`config.mk`:
```
export PLATFORM = sky130hd
export DESIGN_NAME = irqc_top
export DESIGN_NICKNAME = d
export VERILOG_FILES = /design/src/rtl/irqc_pkg.sv /design/src/rtl/irqc_bit_latch.sv /design/src/rtl/irqc_combine.sv /design/src/rtl/irqc_top.sv
export SDC_FILE = /design/constraint.sdc
export NUM_CORES = 1
export LEC_CHECK = 0
export BUFFER_PORTS_ARGS = -buffer_cell sky130_fd_sc_hd__buf_2
export CORE_MARGIN = 5
export CORE_UTILIZATION = 28
export DETAILED_ROUTE_END_ITERATION = 7
export GPL_TIMING_DRIVEN = 1
export PLACE_DENSITY_LB_ADDON = 0.08
export RECOVER_POWER = 100
export SLEW_MARGIN = 10
export SYNTH_ARGS = -nofsm -noshare
export SYNTH_HDL_FRONTEND = slang
export SYNTH_SLANG_ARGS = --single-unit
```
`constraint.sdc`:
```
create_clock -name clk -period 0.9 [get_ports clk]
set_input_delay 0.18 -clock clk [delete_from_list [all_inputs] [get_ports clk]]
set_output_delay 0.18 -clock clk [all_outputs]
set_load 0.02 [all_outputs]
```
`src/rtl/irqc_pkg.sv`:
```
package irqc_pkg;
  localparam int DATA_W   = 32;
  localparam int NUM_SRC  = 5;
  localparam int EN_W     = 3;
  localparam int STAT_LSB = 17;
  localparam int STAT_MSB = STAT_LSB + NUM_SRC - 1;

  // source index order inside the status field
  localparam int SRC_MBOX = 0;
  localparam int SRC_WR   = 1;
  localparam int SRC_RD   = 2;
  localparam int SRC_MABT = 3;
  localparam int SRC_TABT = 4;

  // enable-register bit positions
  localparam int EN_MBOX = 0;
  localparam int EN_WR   = 1;
  localparam int EN_RD   = 2;

  // map the three stored enables onto the five sources
  function automatic logic [NUM_SRC-1:0] eff_enable(input logic [EN_W-1:0] en);
    logic abort_on;
    abort_on = en[EN_WR] | en[EN_RD];
    eff_enable = '0;
    eff_enable[SRC_MBOX] = en[EN_MBOX];
    eff_enable[SRC_WR]   = en[EN_WR];
    eff_enable[SRC_RD]   = en[EN_RD];
    eff_enable[SRC_MABT] = abort_on;
    eff_enable[SRC_TABT] = abort_on;
  endfunction

  // next value of one sticky bit: a set beats a clear
  function automatic logic sticky_next(input logic q, input logic set, input logic clr);
    sticky_next = set | (q & ~clr);
  endfunction
endpackage

```
`src/rtl/irqc_bit_latch.sv`:
```
module irqc_bit_latch
  import irqc_pkg::*;
(
  input  logic clk,
  input  logic rst_n,
  input  logic set_i,
  input  logic clr_i,
  output logic q_o
);
  always_ff @(posedge clk or negedge rst_n) begin
    if (!rst_n) q_o <= 1'b0;
    else        q_o <= sticky_next(q_o, set_i, clr_i);
  end

  assert_set_sticks_R2: assert property (@(posedge clk) disable iff (!rst_n)
    (q_o && !clr_i) |=> q_o);
  assert_event_wins_R4: assert property (@(posedge clk) disable iff (!rst_n)
    set_i |=> q_o);
  assert_w1c_clears_R3: assert property (@(posedge clk) disable iff (!rst_n)
    (clr_i && !set_i) |=> !q_o);
  assert_idle_holds_R2: assert property (@(posedge clk) disable iff (!rst_n)
    (!set_i && !clr_i) |=> $stable(q_o));
endmodule

```
`src/rtl/irqc_combine.sv`:
```
module irqc_combine
  import irqc_pkg::*;
(
  input  logic [NUM_SRC-1:0] stat_i,
  input  logic [EN_W-1:0]    en_i,
  output logic [NUM_SRC-1:0] active_o,
  output logic               irq_o
);
  logic [NUM_SRC-1:0] eff_en;

  always_comb begin
    eff_en   = eff_enable(en_i);
    active_o = stat_i & eff_en;
    irq_o    = |active_o;
  end
endmodule

```
`src/rtl/irqc_top.sv`:
```
module irqc_top
  import irqc_pkg::*;
(
  input  logic              clk,
  input  logic              rst_n,
  input  logic              reg_wr,
  input  logic              reg_sel,
  input  logic [DATA_W-1:0] reg_wdata,
  output logic [DATA_W-1:0] reg_rdata,
  input  logic              ev_mbox,
  input  logic              ev_wr_done,
  input  logic              ev_rd_done,
  input  logic              ev_mabort,
  input  logic              ev_tabort,
  output logic              irq_o
);
  logic [EN_W-1:0]    en_q;
  logic [NUM_SRC-1:0] ev_vec;
  logic [NUM_SRC-1:0] clr_vec;
  logic [NUM_SRC-1:0] stat_q;
  logic [NUM_SRC-1:0] active;
  logic               wr_stat;
  logic               wr_en;

  assign wr_stat = reg_wr && (reg_sel == 1'b0);
  assign wr_en   = reg_wr && (reg_sel == 1'b1);

  always_comb begin
    ev_vec           = '0;
    ev_vec[SRC_MBOX] = ev_mbox;
    ev_vec[SRC_WR]   = ev_wr_done;
    ev_vec[SRC_RD]   = ev_rd_done;
    ev_vec[SRC_MABT] = ev_mabort;
    ev_vec[SRC_TABT] = ev_tabort;
    clr_vec          = wr_stat ? reg_wdata[STAT_MSB:STAT_LSB] : '0;
  end

  always_ff @(posedge clk or negedge rst_n) begin
    if (!rst_n)     en_q <= '0;
    else if (wr_en) en_q <= reg_wdata[EN_W-1:0];
  end

  for (genvar i = 0; i < NUM_SRC; i++) begin : g_src
    irqc_bit_latch u_bit (
      .clk   (clk),
      .rst_n (rst_n),
      .set_i (ev_vec[i]),
      .clr_i (clr_vec[i]),
      .q_o   (stat_q[i])
    );
  end

  irqc_combine u_comb (
    .stat_i   (stat_q),
    .en_i     (en_q),
    .active_o (active),
    .irq_o    (irq_o)
  );

  always_comb begin
    reg_rdata = '0;
    if (reg_sel == 1'b0) reg_rdata[STAT_MSB:STAT_LSB] = stat_q;
    else                 reg_rdata[EN_W-1:0]          = en_q;
  end

  assert_abort_autoen_R7: assert property (@(posedge clk) disable iff (!rst_n)
    ((stat_q[SRC_MABT] || stat_q[SRC_TABT]) && (en_q[EN_WR] || en_q[EN_RD])) |-> irq_o);
  assert_no_status_quiet_R6: assert property (@(posedge clk) disable iff (!rst_n)
    (stat_q == '0) |-> !irq_o);
  assert_all_masked_R8: assert property (@(posedge clk) disable iff (!rst_n)
    (en_q == '0) |-> !irq_o);
  assert_level_holds_R6: assert property (@(posedge clk) disable iff (!rst_n)
    (irq_o && !reg_wr) |=> irq_o);
  assert_en_load_R5: assert property (@(posedge clk) disable iff (!rst_n)
    wr_en |=> (en_q == $past(reg_wdata[EN_W-1:0])));
endmodule

```
==> impl_metrics.json, run 1 <==
{
  "status": "finished with violations",
  "violations": "negative setup slack",
  "nets": 139,
  "drc": 0,
  "worstReg2RegStart": "en_q[0]",
  "dp_slack_ps": -229,
  "grt_pass1_vias": 496,
  "critPathMaxFanout": 2,
  "synth.area.top_cells": "dfrtp_1 34%, buf_4 31%, mux2_4 7.7%",
  "die_area_mm2": 0.00311,
  "synth_cell_types": 13,
  "fmaxAchievable_mhz": 721,
  "hp-class": "in -> reg",
  "wl_per_cell_um": 11.0,
  "portBuffers": 25,
  "grt_pass1_wl_um": 2100,
  "ys_ff_latch": 8,
  "cts_tree": "built",
  "rows": 16,
  "ant_nets": 0,
  "clock-sinks": 8,
  "num_antenna_cells": 0,
  "synth.largest_area_cell": "dfrtp_1",
  "die_w_um": 55.7,
  "r2r-end": "en_q[0]",
  "pin_count": 74,
  "leakage_nw": 0.437,
  "insertion_delay_ps": 240,
  "antenna_found_initial": 0,
  "holdPathStages": 2,
  "skew_ps": 0,
  "maxCapViolCount": 0,
  "place_congestion": 0.692,
  "setup_ws_ps": -487,
  "h-tree-depth": 1,
  "root_buffer": "clkbuf_4",
  "grt_use_total_pct": 8.30,
  "synth.avg_cell_area_um2": 9.92,
  "path_clk_slew_ps": 60,
  "crit_required_ps": 720,
  "die_h_um": 55.7,
  "synthesis.area_um2": 586,
  "layout_worst_path_cycle_share_pct": 154,
  "critPathKind": "reg -> out",
  "syn2layout_area_growth_pct": 40.6,
  "ys_seq_area_share_pct": 34.2,
  "critPathArrivalTime_ps": 1210,
  "finalMaxSlewViolations": 0,
  "setup_violations": 11,
  "yosysWarnings": 0,
  "place_hpwl_um": 1080,
  "hold_end": "g_src[4].u_bit.q_o",
  "min_from": "ev_tabort",
  "grt_max_degree": 15,
  "post-route-min-period_ps": 1390,
  "synthDominantCellAreaShare_pct": 34.2,
  "fin_total_pwr_w": 0.00112,
  "avgViaCountPerCell": 3.75,
  "cts_made_buffers": 3,
  "worstSetupStartpointType": "flop",
  "peakVddDrop_v": 0.000732,
  "instances_no_fill": 123,
  "dp_cells": 116,
  "p_per_area_mw_per_mm2": 1360,
  "first_pass_iters": 4,
  "reg2reg_slack_ps": -60,
  "vias": 461,
  "drive_gt1_share_pct": 46.9,
  "start_util_pct": 29.5,
  "rsz0062_at_grt": "yes",
  "drt_iter0_drc": 5,
  "whs_ps": 102,
  "clock_path_buffers": 2,
  "final_core_util_pct": 41.5,
  "netlist_instances": 59,
  "core-area_mm2": 0.00198,
  "hold_viol": 0,
  "end_kind": "output port",
  "grt_overflow": 0,
  "routed_wl_um": 1350,
  "reg2reg_depth": 3
}
## cells in the final DEF, fill, tap and decap left out
master	count
nand2_1	1
a222oi_1	1
mux2_4	3
dfrtp_1	8
nor2b_4	3
buf_6	9
dlygate4sd3_1	1
nor2b_1	2
nand2_2	1
clkbuf_2	1
buf_4	4
o22ai_1	1
a21o_1	5
clkbuf_4	4
buf_2	17
nand3b_1	5
conb_1	24
and2_4	3
clkbuf_1	3
## kinds of logic after synthesis
| logic type | Yosys count | share of synthesized area (%) |
|---|---|---|
| AND/OR/NAND/NOR | 15 | 16.7 |
| multiplexers | 3 | 7.69 |
| flip-flops | 8 | 34.2 |
| buffers and inverters | 25 | 31.6 |
| other | 1 | 0.640 |
| AO/OA/AOI/OAI | 7 | 9.19 |
## worst max path at each step
stage	start	end	slack [ps]	cells past startpoint
after CTS	g_src[0].u_bit.q_o	irq_o	-510	3
after detailed placement	en_q[0]	irq_o	-230	3
after global routing	en_q[0]	irq_o	-560	3
final	en_q[0]	irq_o	-490	3
after floorplan	en_q[0]	irq_o	-140	2
after global placement	en_q[0]	irq_o	-260	3
## metal layers
metal / global-route usage [%] / vias up / part of all wire, % / routed length (µm)
li1: - / 222 / - / -
met1: 9.07 / 212 / 40 / 539
met3: 2.55 / 0 / 11 / 144
met4: 4.17 / 0 / 0 / 0
met2: 14.4 / 27 / 49 / 670
met5: 0 / - / 0 / 0
## power by group
part / leakage, nW / switching [W] / total, W / internal (W)
clock: 0.0138 / 0.000118 / 0.000271 / 0.000152
combinational: 0.341 / 0.000229 / 0.000439 / 0.000210
sequential: 0.0825 / 0.0000214 / 0.000413 / 0.000392
## worst max-delay path, stage by stage, from the launching register on
cell and delay, ps:
dfrtp_1 370, a222oi_1 340, nand2_1 110, buf_6 140
## cells in the mapped netlist (all sizes together)
cell     n
buf     24
dfrtp    8
a21o     5
nand3b   5
nor2b    5
and2     3
mux2     3
nand2    2
a222oi   1
clkbuf   1
conb     1
o22ai    1
## layout make-up
cell class / count / area [µm²]
clock buffer: 3 / 22.5
sequential: 8 / 200
multi-input combinational: 49 / 317
tap: 27 / 33.8
fill: 219 / 1160
timing repair buffer: 36 / 250
## per-stage QoR
stage | area, µm² | TNS (ps)
floorplan | 672 | -145
global placement | 698 | -831
detailed placement | 698 | -829
CTS | 788 | -2960
global route | 823 | -3370
finish | 823 | -2880
## sequential cells by signal (all words and copies together) (netlist names)
name / cells
g_src.u_bit.q_o: 5
en_q: 3
## repair_timing
item / CTS / global route
endpoints found under the setup margin: 10 / 10
gates resized for setup: 16 / 13
setup buffers: 1 / 5
hold endpoints to repair: 8 / 0
hold buffers: 1 / 0
pin swaps: 2 / 2
gates cloned: 0 / 0
(Power assumes the default switching activity.)
==> run 2, diff against run 1 <==
--- a/config.mk
+++ b/config.mk
@@ -5,12 +5,13 @@
 export SDC_FILE = /design/constraint.sdc
 export NUM_CORES = 1
 export LEC_CHECK = 0
+export ABC_AREA = 1
 export BUFFER_PORTS_ARGS = -buffer_cell sky130_fd_sc_hd__buf_2
 export CORE_MARGIN = 5
-export CORE_UTILIZATION = 28
+export CORE_UTILIZATION = 29
 export DETAILED_ROUTE_END_ITERATION = 7
 export GPL_TIMING_DRIVEN = 1
-export PLACE_DENSITY_LB_ADDON = 0.08
+export PLACE_DENSITY = 0.73
 export RECOVER_POWER = 100
 export SLEW_MARGIN = 10
 export SYNTH_ARGS = -nofsm -noshare
==> run 2 against run 1 <==
The run still ends with negative setup slack left. Global-route usage shrank 0.44 points. Clock skew is the same. Worst hold slack gained 11 ps. Critical endpoint unchanged. Largest cell class unchanged.
==> impl_metrics.json, run 2 <==
{
  "path_clk_slew_ps": 50,
  "setup_ws_ps": -321,
  "synthXorXnorAreaFrac_pct": 0,
  "skew_ps": 0,
  "synthSimpleGateAreaFrac_pct": 25.7,
  "worstSetupStartpointType": "flop",
  "drive_gt1_share_pct": 35.7,
  "slowest_stage": "dfrtp_1",
  "finalMaxSlewViolations": 0,
  "rsz0062_at_grt": "yes",
  "wl_per_cell_um": 8.94,
  "setup_violations": 9,
  "cts_made_buffers": 3,
  "synth.largest_area_cell": "dfrtp_1",
  "max_stage_delay_ps": 400,
  "root_buffer": "clkbuf_4",
  "num_antenna_cells": 0,
  "post-route-min-period_ps": 1220,
  "critPathKind": "reg -> out",
  "pin_count": 74,
  "clock-sinks": 8,
  "final_cell_area_um2": 852,
  "crit_chain": "nand2_1 -> nand2_1 -> nor2_1 -> nand2_1 -> buf_6",
  "dp_cells": 147,
  "ant_nets": 0,
  "violations": "negative setup slack",
  "start_util_pct": 31.2,
  "yosysWarnings": 0,
  "insertion_delay_ps": 250,
  "hp-class": "in -> reg",
  "first_pass_iters": 3,
  "crit_required_ps": 720,
  "hold_end": "g_src[0].u_bit.q_o",
  "synthMuxAreaShare_pct": 0,
  "peakVddDrop_v": 0.000764,
  "n_fill_cell": 222,
  "layout_worst_path_cycle_share_pct": 136,
  "cp-startpoint": "en_q[2]",
  "leakage_nw": 0.542,
  "multi_input_area_um2": 285,
  "synth_cell_types": 9,
  "reg2reg_slack_ps": 80,
  "grt_pass1_wl_um": 1980,
  "cpMostUsedCell": "nand2_1",
  "reg2reg_depth": 4,
  "drt_iter0_drc": 4,
  "antenna_found_initial": 0,
  "synth_edf_count": 0,
  "nets": 169,
  "ys_seq_area_share_pct": 32.1,
  "grt_use_total_pct": 7.86,
  "avgViaCountPerCell": 3.75,
  "synth-adder-area-share_pct": 0,
  "maxCapViolCount": 0,
  "largest_register_ffs": 5,
  "synth_common_cells": "26 x nand2_1, 25 x buf_4, 15 x inv_1",
  "end_kind": "output port",
  "synthDominantCellAreaShare_pct": 32.1,
  "syn2layout_area_growth_pct": 36.5,
  "min_from": "ev_mbox",
  "post-synth-top-count-cell": "nand2_1",
  "synth_top_family_by_area": "buffers and inverters",
  "die_w_um": 56.4,
  "grt_max_degree": 14,
  "largest_register": "g_src.u_bit.q_o",
  "hold_viol": 0,
  "place_hpwl_um": 1100,
  "core-area_mm2": 0.00200,
  "synthesis.area_um2": 624,
  "final_cell_mix": "24 x nand2_1, 24 x conb_1, 14 x buf_2, 10 x inv_1, 10 x buf_6",
  "critPathBufInv": 1,
  "cp_num_cells": 5,
  "largest_registers": "g_src.u_bit.q_o (5), en_q (3)",
  "crit_family": "flip-flops",
  "ys_ff_latch": 8,
  "die_area_mm2": 0.00318,
  "worstReg2RegStart": "g_src[0].u_bit.q_o",
  "drc": 0,
  "h-tree-depth": 1,
  "p_per_area_mw_per_mm2": 1280,
  "status": "finished with violations",
  "die_h_um": 56.4,
  "synth_compound_area_share_pct": 0.802,
  "seq_area_um2": 200,
  "rows": 16,
  "async_flop_share_pct": 100,
  "fin_tns_setup_ps": -2310,
  "fmaxAchievable_mhz": 819,
  "dpl-instance-area_um2": 723,
  "dp_slack_ps": -76.6,
  "instances_no_fill": 153,
  "synth_ff_type": "dfrtp_1",
  "place_congestion": 0.734,
  "holdPathStages": 3,
  "critPathArrivalTime_ps": 1040,
  "critPathMaxFanout": 4,
  "vias": 573,
  "synth.avg_cell_area_um2": 6.86,
  "r2r-end": "g_src[0].u_bit.q_o",
  "cts_tree": "built",
  "grt_pass1_vias": 512,
  "synth.area.top_cells": "dfrtp_1 32%, buf_4 30%, nand2_1 16%",
  "grt_overflow": 0,
  "portBuffers": 25,
  "clock_path_buffers": 2,
  "netlist_instances": 91,
  "routed_wl_um": 1370
}
run 2: cell types whose count changed after synthesis, moves of 5 or more:
cell / previous run / this run
a21o_1: 5 / 0
inv_1: 0 / 15
nand2_1: 1 / 26
nand3_1: 0 / 8
nand3b_1: 5 / 0
nor2_1: 0 / 6
nor2b_1: 5 / 0
run 2: worst max path at each step:
stage and end:
5_1_grt irq_o, 3_3_place_gp irq_o, 2_1_floorplan irq_o, 6_report irq_o
4_1_cts irq_o, 3_5_place_dp irq_o
run 2: repair_timing:
action,CTS,global route
buffers inserted,1,1
endpoints found under the hold margin,8,0
resized for setup,20,15
pin swaps,1,0
hold buffers,1,0
setup endpoints to repair,9,9
run 2: area by class of cell:
class | count | share of cell area, %
Timing Repair Buffer | 35 | 29.8
Multi-Input combinational cell | 65 | 33.5
Clock buffer | 3 | 2.64
Inverter | 15 | 6.61
Tap cell | 27 | 3.96
Sequential cell | 8 | 23.5
run 2: cells by family (layout without fill, tap and decap cells):
group           after synthesis  in the layout
compound gates                1              1
buf+inv                      41             53
simple gates                 40             40
flops                         8              8
other cells                   1             24
run 2: per-layer routing:
layer / vias to the layer above / share of wire [%] / track usage, % / wire length [µm]
met4: 0 / 0 / 5.08 / 0
met3: 0 / 13 / 2.29 / 180
met1: 249 / 36 / 7.45 / 493
met5: - / 0 / 0 / 0
met2: 34 / 51 / 14.5 / 695
li1: 290 / - / - / -
run 2: through the flow:
| step | total power, W | hold slack [ps] | util (%) |
|---|---|---|---|
| floorplan | 0.000717 | -116 | - |
| global placement | 0.000752 | 30.3 | 36.1 |
| global route | 0.00116 | 121 | 42.6 |
| finish | 0.00109 | 112 | 42.6 |
| CTS | 0.00108 | 101 | 40.9 |
| detailed placement | 0.000756 | 32.2 | 36.1 |
run 2: power by group:
group / switching (W) / internal [W]
clock network: 0.000112 / 0.000152
logic: 0.000257 / 0.000160
registers: 0.0000202 / 0.000389
total: 0.000389 / 0.000701
run 2: worst register-to-register path, stage by stage (launching register included):
cell and delay (ps):
dfrtp_1 370, clkbuf_1 110, buf_4 130, nand2_1 50, nand2_1 40
